File: config.mk
export PLATFORM = sky130hd
export DESIGN_NAME = irq_dispatcher
export DESIGN_NICKNAME = d
export VERILOG_FILES = /design/src/rtl/irq_pkg.sv /design/src/rtl/irq_regs.sv /design/src/rtl/irq_prio.sv /design/src/rtl/irq_core_ctrl.sv /design/src/rtl/irq_dispatcher.sv
export SDC_FILE = /design/constraint.sdc
export NUM_CORES = 1
export LEC_CHECK = 0
export ABC_AREA = 1
export CORE_MARGIN = 2
export CORE_UTILIZATION = 37
export DETAILED_ROUTE_END_ITERATION = 10
export PLACE_DENSITY = 0.85
export SLEW_MARGIN = 25
export SYNTH_ARGS = -nofsm -noshare
export SYNTH_HDL_FRONTEND = slang
export SYNTH_SLANG_ARGS = --single-unit
File: constraint.sdc
create_clock -name clk -period 1.99 [get_ports clk]
set_input_delay 0.398 -clock clk [delete_from_list [all_inputs] [get_ports clk]]
set_output_delay 0.398 -clock clk [all_outputs]
set_load 0.01 [all_outputs]
File: src/rtl/irq_pkg.sv
// Package irq_pkg
// Holds the shared defaults and types of the interrupt dispatcher.
// Assumes every user elaborates with the same source count.
package irq_pkg;
    localparam int NUM_SRC_D  = 5;
    localparam int REG_W_D    = 8;
    localparam int ADDR_W_D   = 8;
    localparam int VEC_BASE_D = 'h40;
    localparam int VEC_STEP_D = 8;

    // Pending change of the master enable.
    typedef struct packed {
        logic vld;
        logic val;
    } ime_tog_t;
endpackage

File: src/rtl/irq_regs.sv
// Module irq_regs
// Stores the interrupt enable and interrupt flag registers.
// Update order for the flags: a write replaces the register, then the
// dispatch clear is applied, then raise pulses are ORed in.
// Assumes REG_W >= NSRC. Bits above NSRC are only stored.
module irq_regs #(
    parameter int NSRC  = irq_pkg::NUM_SRC_D,
    parameter int REG_W = irq_pkg::REG_W_D
) (
    input  logic             clk,
    input  logic             rst_n,
    input  logic             ie_we,
    input  logic [REG_W-1:0] ie_wdata,
    input  logic             if_we,
    input  logic [REG_W-1:0] if_wdata,
    input  logic [NSRC-1:0]  raise,
    input  logic [NSRC-1:0]  clr,
    output logic [REG_W-1:0] ie_q,
    output logic [REG_W-1:0] if_q
);
    localparam int PAD_W = REG_W - NSRC;

    logic [REG_W-1:0] raise_w;
    logic [REG_W-1:0] clr_w;
    logic [REG_W-1:0] if_base;
    logic [REG_W-1:0] if_next;

    // Widen the per-source vectors to register width.
    always_comb begin
        raise_w = {{PAD_W{1'b0}}, raise};
        clr_w   = {{PAD_W{1'b0}}, clr};
        if_base = if_we ? if_wdata : if_q;
        if_next = (if_base & ~clr_w) | raise_w;
    end

    // Enable register storage.
    always_ff @(posedge clk) begin
        if (!rst_n)     ie_q <= '0;
        else if (ie_we) ie_q <= ie_wdata;
    end

    // Flag register storage.
    always_ff @(posedge clk) begin
        if (!rst_n) if_q <= '0;
        else        if_q <= if_next;
    end
endmodule

File: src/rtl/irq_prio.sv
// Module irq_prio
// Fixed-priority picker. The lowest set request bit wins. It also gives
// the binary index of the winner and its vector address.
// Assumes IDX_W bits can hold NSRC-1. The address wraps modulo 2**ADDR_W.
module irq_prio #(
    parameter int NSRC     = irq_pkg::NUM_SRC_D,
    parameter int IDX_W    = $clog2(NSRC),
    parameter int ADDR_W   = irq_pkg::ADDR_W_D,
    parameter int VEC_BASE = irq_pkg::VEC_BASE_D,
    parameter int VEC_STEP = irq_pkg::VEC_STEP_D
) (
    input  logic [NSRC-1:0]   req,
    output logic [NSRC-1:0]   grant,
    output logic [IDX_W-1:0]  idx,
    output logic [ADDR_W-1:0] addr
);
    logic [NSRC-1:0] seen_below;

    // Chain that marks whether any lower bit is already requesting.
    for (genvar g = 0; g < NSRC; g++) begin : g_chain
        if (g == 0) begin : g_first
            assign seen_below[g] = 1'b0;
        end else begin : g_rest
            assign seen_below[g] = seen_below[g-1] | req[g-1];
        end
        assign grant[g] = req[g] & ~seen_below[g];
    end

    // Turn the one-hot grant into a binary index.
    always_comb begin
        idx = '0;
        for (int i = 0; i < NSRC; i++) begin
            if (grant[i]) idx = idx | IDX_W'(i);
        end
    end

    // Vector address of the selected source.
    always_comb begin
        addr = ADDR_W'(VEC_BASE) + ADDR_W'(idx) * ADDR_W'(VEC_STEP);
    end
endmodule

File: src/rtl/irq_core_ctrl.sv
// Module irq_core_ctrl
// Holds the master enable with its pending change, and the halt state.
// A change request is stored and applied at the first instruction
// boundary after the request cycle. A dispatch clears the enable and
// drops any stored change. Halt is released by any effective request.
module irq_core_ctrl (
    input  logic clk,
    input  logic rst_n,
    input  logic set_req,
    input  logic clr_req,
    input  logic insn_end,
    input  logic dispatch,
    input  logic halt_req,
    input  logic any_pend,
    output logic ime,
    output logic halted
);
    import irq_pkg::*;

    ime_tog_t tog_q;
    logic     new_req;

    // Any new enable change this cycle.
    always_comb new_req = set_req | clr_req;

    // Master enable and its stored change.
    always_ff @(posedge clk) begin
        if (!rst_n) begin
            ime   <= 1'b0;
            tog_q <= '0;
        end else if (dispatch) begin
            ime   <= 1'b0;
            tog_q <= '0;
        end else begin
            if (insn_end && tog_q.vld) ime <= tog_q.val;
            if (new_req) begin
                tog_q.vld <= 1'b1;
                tog_q.val <= ~clr_req;
            end else if (insn_end) begin
                tog_q.vld <= 1'b0;
            end
        end
    end

    // Halt state, released whenever something is effectively pending.
    always_ff @(posedge clk) begin
        if (!rst_n)        halted <= 1'b0;
        else if (any_pend) halted <= 1'b0;
        else if (halt_req) halted <= 1'b1;
    end
endmodule

File: src/rtl/irq_dispatcher.sv
// Module irq_dispatcher
// Top of the interrupt dispatcher. Forms the effective pending set,
// selects the winner and issues a dispatch at an instruction boundary.
// Assumes dly_mask is valid for the current cycle only.
module irq_dispatcher #(
    parameter int NSRC     = irq_pkg::NUM_SRC_D,
    parameter int REG_W    = irq_pkg::REG_W_D,
    parameter int ADDR_W   = irq_pkg::ADDR_W_D,
    parameter int VEC_BASE = irq_pkg::VEC_BASE_D,
    parameter int VEC_STEP = irq_pkg::VEC_STEP_D,
    localparam int IDX_W   = $clog2(NSRC)
) (
    input  logic              clk,
    input  logic              rst_n,
    input  logic              ie_we,
    input  logic [REG_W-1:0]  ie_wdata,
    input  logic              if_we,
    input  logic [REG_W-1:0]  if_wdata,
    input  logic [NSRC-1:0]   irq_raise,
    input  logic [NSRC-1:0]   dly_mask,
    input  logic              ime_set_req,
    input  logic              ime_clr_req,
    input  logic              halt_req,
    input  logic              insn_end,
    output logic [REG_W-1:0]  ie_q,
    output logic [REG_W-1:0]  if_q,
    output logic              ime,
    output logic              halted,
    output logic [NSRC-1:0]   pend_set,
    output logic              dispatch,
    output logic [IDX_W-1:0]  vec_idx,
    output logic [ADDR_W-1:0] vec_addr,
    output logic [NSRC-1:0]   if_clr
);
    logic [NSRC-1:0] grant;
    logic            any_pend;

    irq_regs #(.NSRC(NSRC), .REG_W(REG_W)) u_regs (
        .clk      (clk),
        .rst_n    (rst_n),
        .ie_we    (ie_we),
        .ie_wdata (ie_wdata),
        .if_we    (if_we),
        .if_wdata (if_wdata),
        .raise    (irq_raise),
        .clr      (if_clr),
        .ie_q     (ie_q),
        .if_q     (if_q)
    );

    // Effective pending set: only the low source bits take part.
    always_comb begin
        pend_set = ie_q[NSRC-1:0] & if_q[NSRC-1:0] & ~dly_mask;
        any_pend = |pend_set;
    end

    irq_prio #(
        .NSRC(NSRC), .IDX_W(IDX_W), .ADDR_W(ADDR_W),
        .VEC_BASE(VEC_BASE), .VEC_STEP(VEC_STEP)
    ) u_prio (
        .req   (pend_set),
        .grant (grant),
        .idx   (vec_idx),
        .addr  (vec_addr)
    );

    // Dispatch at a boundary with the enable on and work pending.
    always_comb begin
        dispatch = insn_end & ime & any_pend;
        if_clr   = dispatch ? grant : '0;
    end

    irq_core_ctrl u_ctrl (
        .clk      (clk),
        .rst_n    (rst_n),
        .set_req  (ime_set_req),
        .clr_req  (ime_clr_req),
        .insn_end (insn_end),
        .dispatch (dispatch),
        .halt_req (halt_req),
        .any_pend (any_pend),
        .ime      (ime),
        .halted   (halted)
    );
endmodule

==> results.py, run 1 <==
metrics = {
    "critical_path": {
        "rrSetupSlack_ns": 0.67,
        "critPathLaunchType": "input pin",
        "rr_endpoint": "u_ctrl.tog_q[0]",
        "end_kind": "output port",
        "crit_type": "input pin to output port",
        "crit_arrival_ns": 1.52,
        "crit_fanout": 3,
        "crit_required_ns": 1.59,
        "r2r_cells": 10,
        "r2r-start": "u_regs.ie_q[2]",
    },
    "placement": {
        "dp_cells": 252,
        "portBuffers": 68,
        "gp_congestion": 0.820,
        "hpwl_um": 2320,
    },
    "route": {
        "post_drt_wl_per_cell_um": 11.5,
        "drt-total-wl_um": 2990,
        "drc": 0,
        "firstDrtPassIters": 4,
        "ant_nets": 0,
        "vias": 1173,
        "first_iter_violations": 37,
        "vias_per_cell": 4.53,
    },
    "clocking": {
        "clockBufferDepth": 2,
        "clkTransAtPathRegs_ns": 0.10,
        "clock_latency_ns": 0.29,
        "htreeDepth": 1,
        "cts.sinks": 20,
        "numCtsBuffers": 3,
        "root_buffer": "clkbuf_4",
        "holdBufCountCts": 0,
        "cts_tree": "done",
    },
    "job": {
        "drv_cap": 0,
    },
    "grt": {
        "grt_antenna_before_repair": 0,
        "grt_pass1_wl_um": 4990,
        "first_global_vias": 1087,
        "track_usage": 0.193,
        "grt_overflow": 0,
        "grt_max_degree": 14,
    },
    "layout": {
        "mostFrequentLayoutCells": "clkdlybuf4s50_1 (48), nor2_1 (30), nand2_1 (22), dfxtp_1 (19), buf_4 (18)",
        "n_antenna_cell": 0,
        "fillCellCount": 236,
        "seq_area_um2": 402,
        "area_delta_synth_final_pct": 79.1,
        "post_route_cells_drive_above_1_share": 0.241,
        "final_nets": 264,
        "final_cell_count_no_fill": 259,
        "final_common_cell": "clkdlybuf4s50_1",
        "multi_input_area_um2": 523,
        "final_util": 0.681,
    },
    "run_status": {
        "status": "completed",
    },
    "synth": {
        "synthCells": 144,
        "yosys.area.top_type": "dfxtp_1",
        "synth_compound_area_frac": 0.120,
        "synth_top_area_share": 0.388,
        "netlist_top_cells_area": "dfxtp_1 (39%), nor2_1 (12%), nand2_1 (8.4%)",
        "synth_warnings": 0,
        "synth_mux_area_frac": 0,
        "ys_seq_elements": 20,
        "syn_area_um2": 1030,
        "synth-simple-area-share": 0.352,
        "synth_seq_area_share": 0.388,
        "synth_top_family_by_area": "simple AND/OR/NAND/NOR gates",
        "ys_types": 23,
        "synth_fa_ha_area_frac": 0,
        "synth-xor-area-share": 0,
        "syn_area_per_cell_um2": 7.16,
    },
    "timing": {
        "clock_skew_ns": 0.00489,
        "setup_viol": 0,
        "hold_violations": 0,
        "finalCritPeriodShare": 0.965,
        "max_freq_mhz": 521,
        "rsz0062_at_grt": "no",
        "drv_slew": 0,
        "hold_ws_ns": 0.488,
        "fin_crit_ns": 1.92,
    },
    "power_and_ir_drop": {
        "cellPowerDensity_nw_per_um2": 479,
        "vdd_drop_max_mv": 0.396,
        "leakage_uw": 0.000932,
    },
    "worst_hold_path": {
        "hold_depth": 2,
        "hold_end": "u_ctrl.ime",
        "min_path_type": "register to register",
        "hp-start": "u_ctrl.tog_q[0]",
    },
    "floorplan": {
        "rows": 19,
        "start_util": 0.380,
        "pin_count": 74,
        "dieArea_um2": 3220,
        "die-width_um": 56.8,
        "core_um2": 2710,
        "die_h_um": 56.8,
    },
}
[how the worst max path moves through the flow]
| stage | from | to | slack (ns) | cells past startpoint |
|---|---|---|---|---|
| 6_report | insn_end | if_clr[0] | 0.07 | 5 |
| 5_1_grt | u_regs.ie_q[0] | if_clr[1] | 0.003 | 9 |
| 4_1_cts | insn_end | if_clr[0] | 0.008 | 5 |
| 3_5_place_dp | dly_mask[0] | vec_addr[3] | -0.44 | 8 |
| 3_3_place_gp | dly_mask[0] | vec_idx[1] | -0.37 | 8 |
| 2_1_floorplan | dly_mask[0] | vec_idx[1] | 0.41 | 5 |
[Yosys cell counts]
cell / number
nor2_1: 32
nand2_1: 23
dfxtp_1: 20
inv_1: 17
o21ai_0: 13
buf_4: 8
a21oi_1: 4
nand2_4: 4
a21oi_2: 3
conb_1: 2
nand3_1: 2
nand3_2: 2
nand4_1: 2
nor2_2: 2
nor2_4: 2
buf_2: 1
clkbuf_1: 1
inv_2: 1
nand2_2: 1
nand3_4: 1
nor3_2: 1
o21ai_1: 1
o31ai_1: 1
[final cells by class]
type                    instances  area share
clock buffers                   3      0.0122
flip-flops and latches         20       0.217
multi-input cells              99       0.283
inverters                      18      0.0366
well taps                      31      0.0210
repair buffers                 88       0.430
[sequential cells by signal (all words and copies together), names as in the netlist]
| signal | cells |
|---|---|
| u_ctrl.tog_q | 2 |
| u_regs.ie_q | 8 |
| u_ctrl.halted | 1 |
| u_regs.if_q | 8 |
| u_ctrl.ime | 1 |
[routing by layer]
metal / wire, um / track usage / up-vias
li1: - / - / 603
met1: 1330 / 0.241 / 521
met2: 1460 / 0.344 / 47
met3: 191 / 0.0369 / 2
met4: 12 / 0.0399 / 0
met5: 0 / 0 / -
[power by group]
group	total, uW	switching (uW)	internal [uW]
registers	448	19.6	428
logic	252	106	146
clock network	185	115	70.2
[cell families (layout without fill, tap and decap cells)]
kind of cell | after synthesis | after routing
AO/OA/AOI/OAI | 22 | 22
buffers and inverters | 28 | 109
flip-flops | 20 | 20
other | 2 | 5
AND/OR/NAND/NOR | 72 | 72
[through the flow]
stage | TNS [ns] | cell area, um2 | setup slack, ns | total power, uW
after floorplan | 0 | 1040 | 0.413 | 556
after global placement | -4.28 | 1810 | -0.372 | 705
after detailed placement | -4.83 | 1810 | -0.439 | 709
after CTS | 0 | 1840 | 0.00850 | 885
after global routing | 0 | 1850 | 0.00285 | 931
final | 0 | 1850 | 0.0697 | 885
[repair_timing]
action | in CTS | in global routing
resized for setup | 55 | 3
pin swaps | 4 | 0
buffers inserted | 4 | 0
setup endpoints to repair | 16 | 2
[worst max-delay path, stage by stage]
cell and delay (ns):
clkdlybuf4s50_1 0.48, nand2_1 0.10, buf_4 0.16, nor2_2 0.14, clkdlybuf4s15_1 0.25
Power figures use the tool's default switching activity.
==> run 2, diff against run 1 <==
--- a/config.mk
+++ b/config.mk
@@ -6,10 +6,12 @@
 export NUM_CORES = 1
 export LEC_CHECK = 0
 export ABC_AREA = 1
+export CAP_MARGIN = 20
 export CORE_MARGIN = 2
 export CORE_UTILIZATION = 37
 export DETAILED_ROUTE_END_ITERATION = 10
 export PLACE_DENSITY = 0.85
+export SETUP_SLACK_MARGIN = 0.1
 export SLEW_MARGIN = 25
 export SYNTH_ARGS = -nofsm -noshare
 export SYNTH_HDL_FRONTEND = slang
==> run 2 against run 1 <==
  * Setup slack better by 0.087 ns
  * Sequential share of layout area is 0.15 points higher
  * Cell count is 0.39% higher
  * Clock skew is 0.0020 ns lower
  * Fmax is 4.8% higher
  * Register-to-register slack hardly changed
  * First-iteration DRC count is 38% lower
  * Critical path type unchanged
  * Critical endpoint is now pend_set[0]
  * Largest cell class unchanged
  * Highest routed layer unchanged
==> results.py, run 2 (synthesis results as in run 1) <==
metrics = {
    "grt": {
        "grt_antenna_before_repair": 0,
        "track_usage": 0.195,
        "first_global_vias": 1119,
        "grt_max_degree": 14,
        "grt_pass1_wl_um": 5030,
        "grt_overflow": 0,
    },
    "power_and_ir_drop": {
        "p_int_uw": 647,
        "switchingPower_uw": 240,
        "vdd_drop_max_mv": 0.399,
        "seqPwrFrac": 0.507,
        "clock_power_share": 0.206,
        "netSwitchingFraction": 0.271,
        "leakage_uw": 0.000943,
        "cellPowerDensity_nw_per_um2": 476,
        "p_comb_frac": 0.286,
    },
    "critical_path": {
        "rrSetupSlack_ns": 0.66,
        "crit_required_ns": 1.59,
        "end_kind": "output port",
        "cp_cell_sequence": "dlygate4sd2_1 -> inv_1 -> nand3_2 -> buf_4 -> inv_1 -> buf_4 -> dlygate4sd2_1",
        "crit_start": "dly_mask[0]",
        "r2r-start": "u_regs.if_q[0]",
        "path_buf_inv": 6,
        "cpPeakStageDelay_ns": 0.25,
        "crit_type": "input pin to output port",
        "path_delay_family": "buffers and inverters",
        "crit_arrival_ns": 1.43,
        "r2r_cells": 8,
        "crit_end": "pend_set[0]",
        "crit_fanout": 3,
        "rr_endpoint": "u_regs.if_q[3]",
        "cpMaxStageDelayCell": "dlygate4sd2_1",
        "cp.depth": 7,
        "critPathLaunchType": "input pin",
    },
    "floorplan": {
        "rows": 19,
        "pin_count": 74,
        "die_h_um": 56.8,
        "core_um2": 2710,
        "die-width_um": 56.8,
        "dieArea_um2": 3220,
        "start_util": 0.380,
    },
    "route": {
        "firstDrtPassIters": 4,
        "drt-total-wl_um": 3010,
        "vias_per_cell": 4.53,
        "ant_nets": 0,
        "vias": 1177,
        "post_drt_wl_per_cell_um": 11.6,
        "first_iter_violations": 23,
        "drc": 0,
    },
    "clocking": {
        "clockBufferDepth": 2,
        "clkTransAtPathRegs_ns": 0.11,
        "cts_tree": "done",
        "numCtsBuffers": 3,
        "htreeDepth": 1,
        "clock_latency_ns": 0.29,
        "cts.sinks": 20,
        "root_buffer": "clkbuf_4",
        "holdBufCountCts": 0,
    },
    "layout": {
        "largestRegisters": "u_regs.ie_q (8), u_regs.if_q (8), u_ctrl.tog_q (2)",
        "final_common_cell": "clkdlybuf4s50_1",
        "area_delta_synth_final_pct": 80.7,
        "final_nets": 265,
        "n_antenna_cell": 0,
        "post_route_cells_drive_above_1_share": 0.275,
        "fillCellCount": 234,
        "mostFrequentLayoutCells": "clkdlybuf4s50_1 (46), nor2_1 (30), nand2_1 (21), buf_4 (19), inv_1 (16)",
        "final_util": 0.687,
    },
    "timing": {
        "max_freq_mhz": 546,
        "finalCritPeriodShare": 0.921,
        "rsz0062_at_grt": "no",
        "setup_viol": 0,
        "clock_skew_ns": 0.00289,
        "fin_crit_ns": 1.83,
        "fin_tns_setup_ns": 0,
        "hold_violations": 0,
        "drv_slew": 0,
    },
    "worst_hold_path": {
        "hp-start": "u_ctrl.tog_q[0]",
        "min_path_type": "register to register",
    },
    "placement": {
        "hpwl_um": 2320,
        "portBuffers": 68,
        "gp_congestion": 0.820,
    },
    "run_status": {
        "status": "completed",
    },
    "job": {
        "drv_cap": 0,
    },
}
run 2: cell types whose count changed in the layout (fill, tap and decap cells not counted), sizes merged:
cell           change
dlymetal6s2s       +1
clkbuf             +2
clkdlybuf4s50      -2
run 2: worst min path at each step:
stage | to | slack [ns] | depth (start not counted)
floorplan | u_ctrl.ime | 0.46 | 2
global route | u_ctrl.ime | 0.50 | 2
CTS | u_ctrl.ime | 0.49 | 2
finish | u_ctrl.ime | 0.49 | 2
global placement | u_ctrl.ime | 0.47 | 2
detailed placement | u_ctrl.ime | 0.47 | 2
run 2: stage by stage:
step                hold WS (ns)  setup WS (ns)  cells  cell area (um2)  power, uW
CTS                        0.489          0.102    260             1860        888
global route               0.502          0.103    260             1860        933
detailed placement         0.473         -0.439    252             1810        709
finish                     0.488          0.157    260             1860        887
global placement           0.470         -0.372    252             1810        705
floorplan                  0.459          0.413    147             1040        556
run 2: timing repair:
item / CTS / global route
gates resized for setup: 55 / 13
pin swaps: 5 / 4
endpoints found under the setup margin: 17 / 11
setup buffers: 5 / 0
run 2: worst min-delay path, delay by kind of cell, from the launching register on:
family / cells / cell delay (ns)
simple gates: 1 / 0.08
flops: 1 / 0.33
compound gates: 1 / 0.05
run 2: layout make-up:
type,instances,area (um2),share of cell area
flip-flops and latches,20,408,0.219
multi-input cells,99,529,0.284
clock buffers,3,22.5,0.0121
inverters,18,67.6,0.0363
repair buffers,89,797,0.428
well taps,31,38.8,0.0208
run 2: layer usage:
layer	wire [um]	up-vias	track usage
li1	-	606	-
met1	1260	519	0.242
met2	1510	50	0.349
met3	234	2	0.0369
met4	12	0	0.0399
met5	0	-	0
run 2: power by group through the flow:
stage | Clock [uW] | Combinational [uW] | Sequential [uW]
6_report | 183 | 254 | 450
5_1_grt | 202 | 277 | 454
4_1_cts | 184 | 256 | 448
3_5_place_dp | 0 | 252 | 457
3_3_place_gp | 0 | 249 | 456
2_1_floorplan | 0 | 89.1 | 467
